===== config.mk =====
export PLATFORM = sky130hd
export DESIGN_NAME = xfer_engine
export DESIGN_NICKNAME = d
export VERILOG_FILES = /design/src/rtl/xfer_pkg.sv /design/src/rtl/xfer_ctrl.sv /design/src/rtl/xfer_serdes.sv /design/src/rtl/xfer_bank.sv /design/src/rtl/xfer_engine.sv
export SDC_FILE = /design/constraint.sdc
export NUM_CORES = 2
export LEC_CHECK = 0
export ABC_CLOCK_PERIOD_IN_PS = 2920
export CAP_MARGIN = 0
export CORE_ASPECT_RATIO = 1.4
export CORE_MARGIN = 4
export CORE_UTILIZATION = 29
export CTS_CLUSTER_DIAMETER = 30
export DETAILED_ROUTE_END_ITERATION = 6
export DONT_BUFFER_PORTS = 1
export GPL_TIMING_DRIVEN = 0
export SYNTH_ARGS = -nofsm -noshare
export SYNTH_HDL_FRONTEND = slang
export SYNTH_SLANG_ARGS = --single-unit
export TNS_END_PERCENT = 100

===== constraint.sdc =====
create_clock -name clk -period 2.92 [get_ports clk]
set_clock_uncertainty 0.05 [all_clocks]
set_input_delay 0.146 -clock clk [delete_from_list [all_inputs] [get_ports clk]]
set_output_delay 0.146 -clock clk [all_outputs]
set_load 0.02 [all_outputs]

===== src/rtl/xfer_pkg.sv =====
package xfer_pkg;

  // Transfer sequencing states
  typedef enum logic [2:0] {
    ST_IDLE  = 3'd0,
    ST_LOAD  = 3'd1,
    ST_SETUP = 3'd2,
    ST_SHIFT = 3'd3,
    ST_MERGE = 3'd4,
    ST_WB    = 3'd5
  } xfer_state_e;

endpackage


===== src/rtl/xfer_ctrl.sv =====
module xfer_ctrl
  import xfer_pkg::*;
#(
  parameter int OVERHEAD = 7,
  parameter int CNT_W    = 6
) (
  input  logic             clk,
  input  logic             rst_n,
  input  logic             cmd_fire,
  input  logic             beat_fire,
  input  logic [CNT_W-1:0] beats,
  output xfer_state_e      state,
  output logic [CNT_W-1:0] beat_idx,
  output logic             last_beat
);

  // LOAD, MERGE and WB take one cycle each; the rest of the overhead is setup
  localparam int SETUP_CYC = OVERHEAD - 3;
  localparam int SC_W      = $clog2(SETUP_CYC + 1);

  logic [SC_W-1:0] setup_cnt;

  assign last_beat = (beat_idx == (beats - CNT_W'(1)));

  always_ff @(posedge clk or negedge rst_n) begin
    if (!rst_n) begin
      state     <= ST_IDLE;
      setup_cnt <= '0;
      beat_idx  <= '0;
    end else begin
      case (state)
        ST_IDLE: begin
          if (cmd_fire) state <= ST_LOAD;
        end
        ST_LOAD: begin
          state     <= ST_SETUP;
          setup_cnt <= SC_W'(SETUP_CYC - 1);
        end
        ST_SETUP: begin
          if (setup_cnt == '0) begin
            state    <= ST_SHIFT;
            beat_idx <= '0;
          end else begin
            setup_cnt <= setup_cnt - SC_W'(1);
          end
        end
        ST_SHIFT: begin
          if (beat_fire) begin
            if (last_beat) state <= ST_MERGE;
            else           beat_idx <= beat_idx + CNT_W'(1);
          end
        end
        ST_MERGE: state <= ST_WB;
        ST_WB:    state <= ST_IDLE;
        default:  state <= ST_IDLE;
      endcase
    end
  end

endmodule


===== src/rtl/xfer_serdes.sv =====
module xfer_serdes #(
  parameter int DATA_W = 32,
  parameter int IDX_W  = 5
) (
  input  logic              clk,
  input  logic              rst_n,
  input  logic              shifting,
  input  logic              load,
  input  logic              is_out,
  input  logic [DATA_W-1:0] src_word,
  input  logic [IDX_W-1:0]  bit_pos,
  input  logic              tx_ready,
  input  logic              rx_valid,
  input  logic              rx_data,
  output logic              tx_valid,
  output logic              tx_data,
  output logic              rx_ready,
  output logic              beat_fire,
  output logic [DATA_W-1:0] field
);

  logic tx_beat;
  logic rx_beat;

  assign tx_valid  = shifting & is_out;
  assign rx_ready  = shifting & ~is_out;
  assign tx_data   = tx_valid & src_word[bit_pos];
  assign tx_beat   = tx_valid & tx_ready;
  assign rx_beat   = rx_ready & rx_valid;
  assign beat_fire = tx_beat | rx_beat;

  // Received bits collect at their beat position, first bit at position 0
  always_ff @(posedge clk or negedge rst_n) begin
    if (!rst_n) begin
      field <= '0;
    end else if (load) begin
      field <= '0;
    end else if (rx_beat) begin
      field[bit_pos] <= rx_data;
    end
  end

endmodule


===== src/rtl/xfer_bank.sv =====
module xfer_bank #(
  parameter int DATA_W   = 32,
  parameter int NUM_REGS = 32,
  parameter int REG_W    = 5
) (
  input  logic              clk,
  input  logic              rst_n,
  input  logic              mv_we,
  input  logic [REG_W-1:0]  mv_addr,
  input  logic [DATA_W-1:0] mv_wdata,
  output logic [DATA_W-1:0] mv_rdata,
  input  logic [REG_W-1:0]  ld_addr,
  output logic [DATA_W-1:0] ld_data,
  input  logic              wb_en,
  input  logic [REG_W-1:0]  wb_addr,
  input  logic [DATA_W-1:0] wb_data
);

  logic [DATA_W-1:0] regs [NUM_REGS];

  assign ld_data = regs[ld_addr];

  // Write-back is placed after the move write so it wins on the same index
  always_ff @(posedge clk or negedge rst_n) begin
    if (!rst_n) begin
      for (int i = 0; i < NUM_REGS; i++) regs[i] <= '0;
      mv_rdata <= '0;
    end else begin
      if (mv_we) regs[mv_addr] <= mv_wdata;
      if (wb_en) regs[wb_addr] <= wb_data;
      mv_rdata <= regs[mv_addr];
    end
  end

endmodule


===== src/rtl/xfer_engine.sv =====
module xfer_engine
  import xfer_pkg::*;
#(
  parameter int DATA_W   = 32,
  parameter int NUM_REGS = 32,
  parameter int PORT_W   = 8,
  parameter int OVERHEAD = 7,
  localparam int REG_W   = $clog2(NUM_REGS),
  localparam int WCODE_W = $clog2(DATA_W)
) (
  input  logic               clk,
  input  logic               rst_n,
  input  logic               cmd_valid,
  input  logic               cmd_is_out,
  input  logic [REG_W-1:0]   cmd_reg,
  input  logic [PORT_W-1:0]  cmd_port,
  input  logic [WCODE_W-1:0] cmd_width,
  output logic               busy,
  output logic               done,
  output logic [PORT_W-1:0]  port_sel,
  output logic               tx_valid,
  output logic               tx_data,
  input  logic               tx_ready,
  output logic               rx_ready,
  input  logic               rx_valid,
  input  logic               rx_data,
  input  logic               mv_we,
  input  logic [REG_W-1:0]   mv_addr,
  input  logic [DATA_W-1:0]  mv_wdata,
  output logic [DATA_W-1:0]  mv_rdata
);

  localparam int CNT_W = WCODE_W + 1;

  // Send: drop the N low bits that left through the port
  function automatic logic [DATA_W-1:0] f_drain(input logic [DATA_W-1:0] v,
                                                input logic [CNT_W-1:0]  n);
    return v >> n;
  endfunction

  // Receive: old contents move down, the collected field lands on top
  function automatic logic [DATA_W-1:0] f_fill(input logic [DATA_W-1:0] v,
                                               input logic [DATA_W-1:0] fld,
                                               input logic [CNT_W-1:0]  n);
    return (v >> n) | (fld << (CNT_W'(DATA_W) - n));
  endfunction

  xfer_state_e       state;
  logic [CNT_W-1:0]  beat_idx;
  logic              last_beat;
  logic              cmd_fire;
  logic              beat_fire;
  logic              wb_fire;
  logic              cur_out;
  logic [REG_W-1:0]  cur_reg;
  logic [PORT_W-1:0] cur_port;
  logic [CNT_W-1:0]  cur_beats;
  logic [DATA_W-1:0] src_q;
  logic [DATA_W-1:0] res_q;
  logic [DATA_W-1:0] ld_data;
  logic [DATA_W-1:0] field;
  logic              done_q;

  assign cmd_fire = cmd_valid & (state == ST_IDLE);
  assign wb_fire  = (state == ST_WB);
  assign busy     = (state != ST_IDLE);
  assign done     = done_q;
  assign port_sel = cur_port;

  always_ff @(posedge clk or negedge rst_n) begin
    if (!rst_n) begin
      cur_out   <= 1'b0;
      cur_reg   <= '0;
      cur_port  <= '0;
      cur_beats <= '0;
      src_q     <= '0;
      res_q     <= '0;
      done_q    <= 1'b0;
    end else begin
      done_q <= wb_fire;
      if (cmd_fire) begin
        cur_out   <= cmd_is_out;
        cur_reg   <= cmd_reg;
        cur_port  <= cmd_port;
        cur_beats <= (cmd_width == '0) ? CNT_W'(DATA_W) : CNT_W'(cmd_width);
      end
      if (state == ST_LOAD) src_q <= ld_data;
      if (state == ST_MERGE)
        res_q <= cur_out ? f_drain(src_q, cur_beats)
                         : f_fill(src_q, field, cur_beats);
    end
  end

  xfer_ctrl #(
    .OVERHEAD (OVERHEAD),
    .CNT_W    (CNT_W)
  ) u_ctrl (
    .clk       (clk),
    .rst_n     (rst_n),
    .cmd_fire  (cmd_fire),
    .beat_fire (beat_fire),
    .beats     (cur_beats),
    .state     (state),
    .beat_idx  (beat_idx),
    .last_beat (last_beat)
  );

  xfer_serdes #(
    .DATA_W (DATA_W),
    .IDX_W  (WCODE_W)
  ) u_serdes (
    .clk       (clk),
    .rst_n     (rst_n),
    .shifting  (state == ST_SHIFT),
    .load      (state == ST_LOAD),
    .is_out    (cur_out),
    .src_word  (src_q),
    .bit_pos   (beat_idx[WCODE_W-1:0]),
    .tx_ready  (tx_ready),
    .rx_valid  (rx_valid),
    .rx_data   (rx_data),
    .tx_valid  (tx_valid),
    .tx_data   (tx_data),
    .rx_ready  (rx_ready),
    .beat_fire (beat_fire),
    .field     (field)
  );

  xfer_bank #(
    .DATA_W   (DATA_W),
    .NUM_REGS (NUM_REGS),
    .REG_W    (REG_W)
  ) u_bank (
    .clk      (clk),
    .rst_n    (rst_n),
    .mv_we    (mv_we),
    .mv_addr  (mv_addr),
    .mv_wdata (mv_wdata),
    .mv_rdata (mv_rdata),
    .ld_addr  (cur_reg),
    .ld_data  (ld_data),
    .wb_en    (wb_fire),
    .wb_addr  (cur_reg),
    .wb_data  (res_q)
  );

endmodule


==> Word-level counts from Yosys, hierarchy flattened <==
Index checks and enable logic that the tools add are counted.
{ "op_classes": {"n_eq_ne": 12, "n_reduce_logical": 13, "bitwise": 11, "muxes": 34, "add_sub_neg": 4, "n_shift": 2, "order_cmp": 6} }
{ "op_table": {"columns": ["op", "n"], "rows": [
  ["bitwise mux 1024 bit", 2],
  ["two-way mux 1024 bit", 2],
  ["binary-select mux 32 bit (select 5 bit)", 2],
  ["demux 32 bit (select 5 bit)", 2],
  ["two-way mux 32 bit", 9],
  ["bitwise mux 32 bit", 1],
  ["OR 32 bit", 1],
  ["<< shifter 32 x 6 -> 32 bit", 1],
  [">> shifter 32 x 6 -> 32 bit", 1],
  ["two-way mux 6 bit", 4],
  ["two-way mux 3 bit", 5],
  ["case mux 3 bit (5 select lines)", 1],
  [">= comparator 6 bit, second input constant", 2],
  ["< comparator 6 x 1 -> 1 bit, second input constant", 2],
  ["inverter 5 -> 6 bit", 2],
  ["case mux 6 bit (2 select lines)", 1],
  ["inequality test 2 bit, second input constant", 5],
  ["AND reduction 4 bit", 2],
  ["adder 6 x 1 -> 6 bit, second input constant", 1],
  ["bitwise AND 1 bit", 6],
  ["== test 3 x 2 -> 1 bit, second input constant", 2],
  ["== test 3 bit, second input constant", 2],
  ["== test 6 bit", 1],
  ["logical NOT 3 bit", 2],
  ["18 further kinds", 23]
]} }
{ "totals": {"word_cells": 126, "out_inout_bits": 45, "in_bits": 63, "ff_bits": 1185} }

==> Logic depth before layout (Yosys ltp) <==
{ "depth": {"depth_word": 9, "depth_mapped": 15, "depth_no_buf": 8} }

==> Hierarchy <==
Synthesis repeated with hierarchy kept, for this count alone.
{ "hier_totals": {"hier_cells": 7390, "area_unflattened_um2": 74611.6} }
{ "by_module_without_submodules": {"columns": ["mod", "seq_area_each_um2", "area_each_um2", "cells_each", "instances"], "rows": [
  ["xfer_bank", 26425.3, 64629.5, 6393, 1],
  ["xfer_engine", 2127.0, 7075.5, 680, 1],
  ["xfer_serdes", 800.8, 1973.1, 216, 1],
  ["xfer_ctrl", 300.3, 933.4, 101, 1]
]} }

==> Worst setup path before layout <==
OpenSTA, ideal clock, no wires.
{ "synth_path": {"path_kind": "register -> register", "from": "register cur_beats[0]", "to": "register res_q[19]", "setup_time_ps": 141, "path_slack_ps": -276, "path_buffers": 5, "t_required_ps": 2729, "stages_incl_launch_ff": 13, "arrival_time_ps": 3005, "synth_period_minus_slack_ps": 3196, "cell_sequence": "dfrtp_1 > buf_4 > buf_4 > inv_1 > buf_2 > buf_2 > ha_1 > buf_2 > mux2_1 > mux4_2 > mux2_2 > a22oi_1 > a31oi_1"} }
{ "synth_between": {"elab_chain_cells": 4, "word_cells_on_any_way": 5, "classes_between": "add/sub (1); shift (2); mux (1); bitwise (1)"} }
{ "synth_rtl": {"columns": ["item", "line", "source"], "rows": [
  ["start: declaration", "xfer_engine.sv:57", "logic [CNT_W-1:0] cur_beats;"],
  ["start signal: assignment", "xfer_engine.sv:85", "cur_beats <= (cmd_width == '0) ? CNT_W'(DATA_W) : CNT_W'(cmd_width);"],
  ["subtractor 6 bit", "xfer_engine.sv:45", "return (v >> n) | (fld << (CNT_W'(DATA_W) - n));"],
  ["<< shifter 32 x 6 -> 32 bit", "xfer_engine.sv:45", null],
  ["OR 32 bit", "xfer_engine.sv:45", null],
  ["two-way mux 32 bit *", "xfer_engine.sv:89", "res_q <= cur_out ? f_drain(src_q, cur_beats)"],
  ["end signal: assignment", "xfer_engine.sv:89", null],
  ["end: declaration", "xfer_engine.sv:59", "logic [DATA_W-1:0] res_q;"]
]} }
Mark *: on every way between the ends. The rest lies on a longest branch, timed or not.
A chain may end at the register's enable or synchronous reset.

==> Worst setup path in the final report <==
{ "layout_path": {"from": "register cur_reg[2]", "to": "register src_q[8]"} }
{ "layout_between": {"elab_chain_cells": 4} }
{ "layout_rtl": {"columns": ["item", "line", "source"], "rows": [
  ["start: declaration", "xfer_engine.sv:55", "logic [REG_W-1:0] cur_reg;"],
  ["start signal: assignment", "xfer_engine.sv:83", "cur_reg <= cmd_reg;"],
  ["inverter 5 -> 6 bit (implied by the code)", "xfer_bank.sv:21", "assign ld_data = regs[ld_addr];"],
  ["binary-select mux 32 bit (select 5 bit)", "xfer_bank.sv:21", null],
  ["two-way mux 32 bit (implied by the code) (2 in a row)", "xfer_bank.sv:21", null],
  ["end signal: assignment", "xfer_engine.sv:87", "if (state == ST_LOAD) src_q <= ld_data;"],
  ["end: declaration", "xfer_engine.sv:58", "logic [DATA_W-1:0] src_q;"]
]} }
No other way between the ends. The select of a mux whose other input is x is not followed.

==> results by group <==
Place
  • DP HPWL: 321,000 um
  • Dpl cell area: 77,600 um2
  • GP Congestion: 1.08
  • IO buf count: 0

Floorplan
  • DIE AREA: 259,000 um2
  • Starting Density: 0.292
  • Die X: 432 um
  • I/O pin cnt: 108
  • Core area: 250,000 um2
  • Die Ht: 601 um
  • # rows: 217

Synth
  • Sequential fraction of the synthesis area: 0.407
  • Net count after synthesis: 6,904
  • Synth Area in Simple Gates: 0.0878
  • Post-synth EDFFs: 0
  • Synth Area in XOR/XNOR: 0.00167
  • Syn Std Cell Area: 72,900 um2
  • Syn Inst Count: 6,834
  • Avg Cell Area, Syn: 10.7 um2
  • Largest family of logic cells by synthesized area: multiplexers
  • Proportion of synthesized area in mux cells: 0.338
  • Netlist cell types: 77
  • Ys async rst share: 1.00
  • Synth Flop Type: dfrtp_1
  • Yosys reg bits: 1,185
  • Post-synthesis compound-gate area fraction: 0.117
  • Synth Area in Adders: 0.00120
  • Synth warn: 0

Setup path
  • Most used cell, CP: buf_2
  • Slowest stage delay, CP: 0.81 ns
  • Worst R2R Path Depth: 5
  • Crit path kind: reg2reg
  • Critical path endpoint category: flip-flop
  • Flop-to-flop setup slack: -0.21 ns
  • Worst Path Required: 3.59 ns
  • Max FO, Critical Path: 10
  • Critical-path cell list: buf_2 > buf_2 > clkbuf_4 > mux2i_2 > a21oi_1
  • RR Startpoint: cur_reg[2]
  • Worst path slowest cell: buf_2
  • FF-to-FF End: src_q[8]
  • CP Launch Type: flip-flop
  • WP data arrival: 3.80 ns

Clock network
  • CTS tree: done
  • Clk sinks: 1,185
  • Total clock buffers created by CTS: 294
  • Clock-pin slew on the worst setup and hold paths: 0.05 ns
  • H-tree level count: 5
  • CTS root buffer: clkbuf_16
  • Max clock buf depth: 4
  • Cts hold-fix bufs: 77
  • Clock latency on the worst-skew pair: 0.91 ns

Outcome
  • Status: finished, violations left
  • Failing checks: DRC, hold timing, capacitance limit, slew limit, setup timing

Timing
  • RSZ-0062 raised after global routing: yes
  • Post-route clock period utilization: 1.07
  • Setup TNS: -2.25 ns
  • Final Hold Viols: 323
  • Worst slew pin tran: 1.64 ns
  • Maximum clock rate: 0.320 GHz
  • Post-route worst setup slack: -0.206 ns
  • Crit path time final: 3.13 ns
  • Max-slew headroom: -0.0954
  • Max-slew violations: 33
  • Final Setup Violations: 62
  • Min Hold Slack: -1.07 ns

Global routing
  • First-pass GRT wire length: 610,000 um
  • Largest net degree at the start of global routing: 1,186
  • Grt ovf: 0
  • Initial antenna violation count: 88
  • GRT Total Usage: 0.346
  • Vias in the first global route: 67,800

Pwr
  • VDD IR max: 0.671 mV
  • Pwr dens: 1070 nW/um2
  • Leak: 35.7 nW

Hold path
  • HP Class: in2async

Route
  • WL/cell: 42.5 um
  • Drt drc: 5
  • Post-route ant nets: 0
  • Total Routed Length: 461,000 um
  • Total number of vias: 70,200
  • Via/cell ratio: 6.47
  • Iteration-0 DRC Markers: 11,400
  • DRT Pass-1 Iters: 7

Layout
  • Max reg flops: 1,024
  • Area Overhead vs Synth: 24.8%
  • Finished Cell Area: 90,900 um2
  • Commonest non-fill, non-tap cell in the layout: dfrtp_1
  • Final nets: 7,342
  • Final core occ: 0.364
  • Most frequent cells in the layout: dfrtp_1 (1,176), mux2i_1 (1,104), nor2_1 (814)
  • Reg with most FFs: u_bank.regs
  • Layout cells sized above 1: 0.241

Run
  • Maxcap violations: 3
[what timing repair did]
item                       in CTS  in global routing
cloned                          2                  0
setup endpoints to repair    1108                470
buffers inserted               41                  7
resized for setup             406                180
pin swaps                      30                 10
hold endpoints to repair     2267                321
[metal layers]
layer  vias up  global-route usage  share of wire
met3      2716               0.156           0.13
met4        34               0.360           0.13
li1      26100                   -              -
met5         -             0.00782        0.00079
met1     34700               0.361           0.31
met2      6612               0.498           0.42
[critical path: cells and delay by family, from the launching register on]
| kind | cells | cell delay (ns) |
|---|---|---|
| compound gates | 1 | 0.15 |
| buf+inv | 3 | 1.83 |
| flops | 1 | 0.33 |
| mux | 1 | 0.59 |
[through the flow]
step,setup WS (ns),power [mW],std cells
detailed placement,-1.32,56.1,10100
floorplan,0.0292,41.2,6834
CTS,-0.182,93.3,10800
finish,-0.206,96.9,10900
global placement,-2.48,55.3,10100
global route,-0.0326,97.9,10800
[synth_stat cells (all sizes together) (11+ instances only)]
cell type  count  area, um2
o211ai        25        188
mux2i       1113      11100
a31oi         26        178
a221oi        24        210
o21ai        377       1890
and2          19        119
a22oi        170       1280
inv           16       60.1
a21oi        794       3970
nor2         840       3180
mux4         571      12900
nand4         36        231
nand2b        13       81.3
mux2          55        619
buf          287       1470
a22o          16        140
nand3         59        295
clkbuf       506       1930
nand2        527       1980
nor3          24        153
xnor2         11       96.3
dfrtp       1185      29700
[power breakdown]
part	internal (mW)	leakage [nW]	switching, mW
registers	19.9	12.6	4.18
clock network	24.0	5.04	11.4
logic	14.1	18.0	23.4
total	58.0	35.7	39.0
[worst max path at each step]
stage	startpoint	cells past startpoint	to
floorplan	cur_beats[0]	12	res_q[19]
global placement	cur_reg[1]	8	src_q[6]
detailed placement	cur_reg[0]	8	u_bank.regs[173]
finish	cur_reg[2]	5	src_q[8]
global route	cur_reg[1]	7	src_q[28]
CTS	cur_beats[0]	13	res_q[27]
[logic make-up after synthesis]
logic type | after synthesis
muxes | 1739
and+or+nand+nor | 1568
AOI/OAI and AO/OA | 1513
DFF | 1185
buffers and inverters | 809
xor gates and xnor gates | 13
adders and majority gates | 7
[area by class of cell]
| class | instances | area (um2) |
|---|---|---|
| well taps | 3285 | 4110 |
| multi-input cells | 4840 | 40300 |
| fillers | 24700 | 159000 |
| repair buffers | 151 | 1780 |
| inverters | 16 | 77.6 |
| flip-flops and latches | 1185 | 29700 |
| clock inverters | 148 | 2160 |
| diodes | 65 | 163 |
| plain buffers | 784 | 4440 |
| clock buffers | 376 | 8220 |
Power figures use the tool's default switching activity.
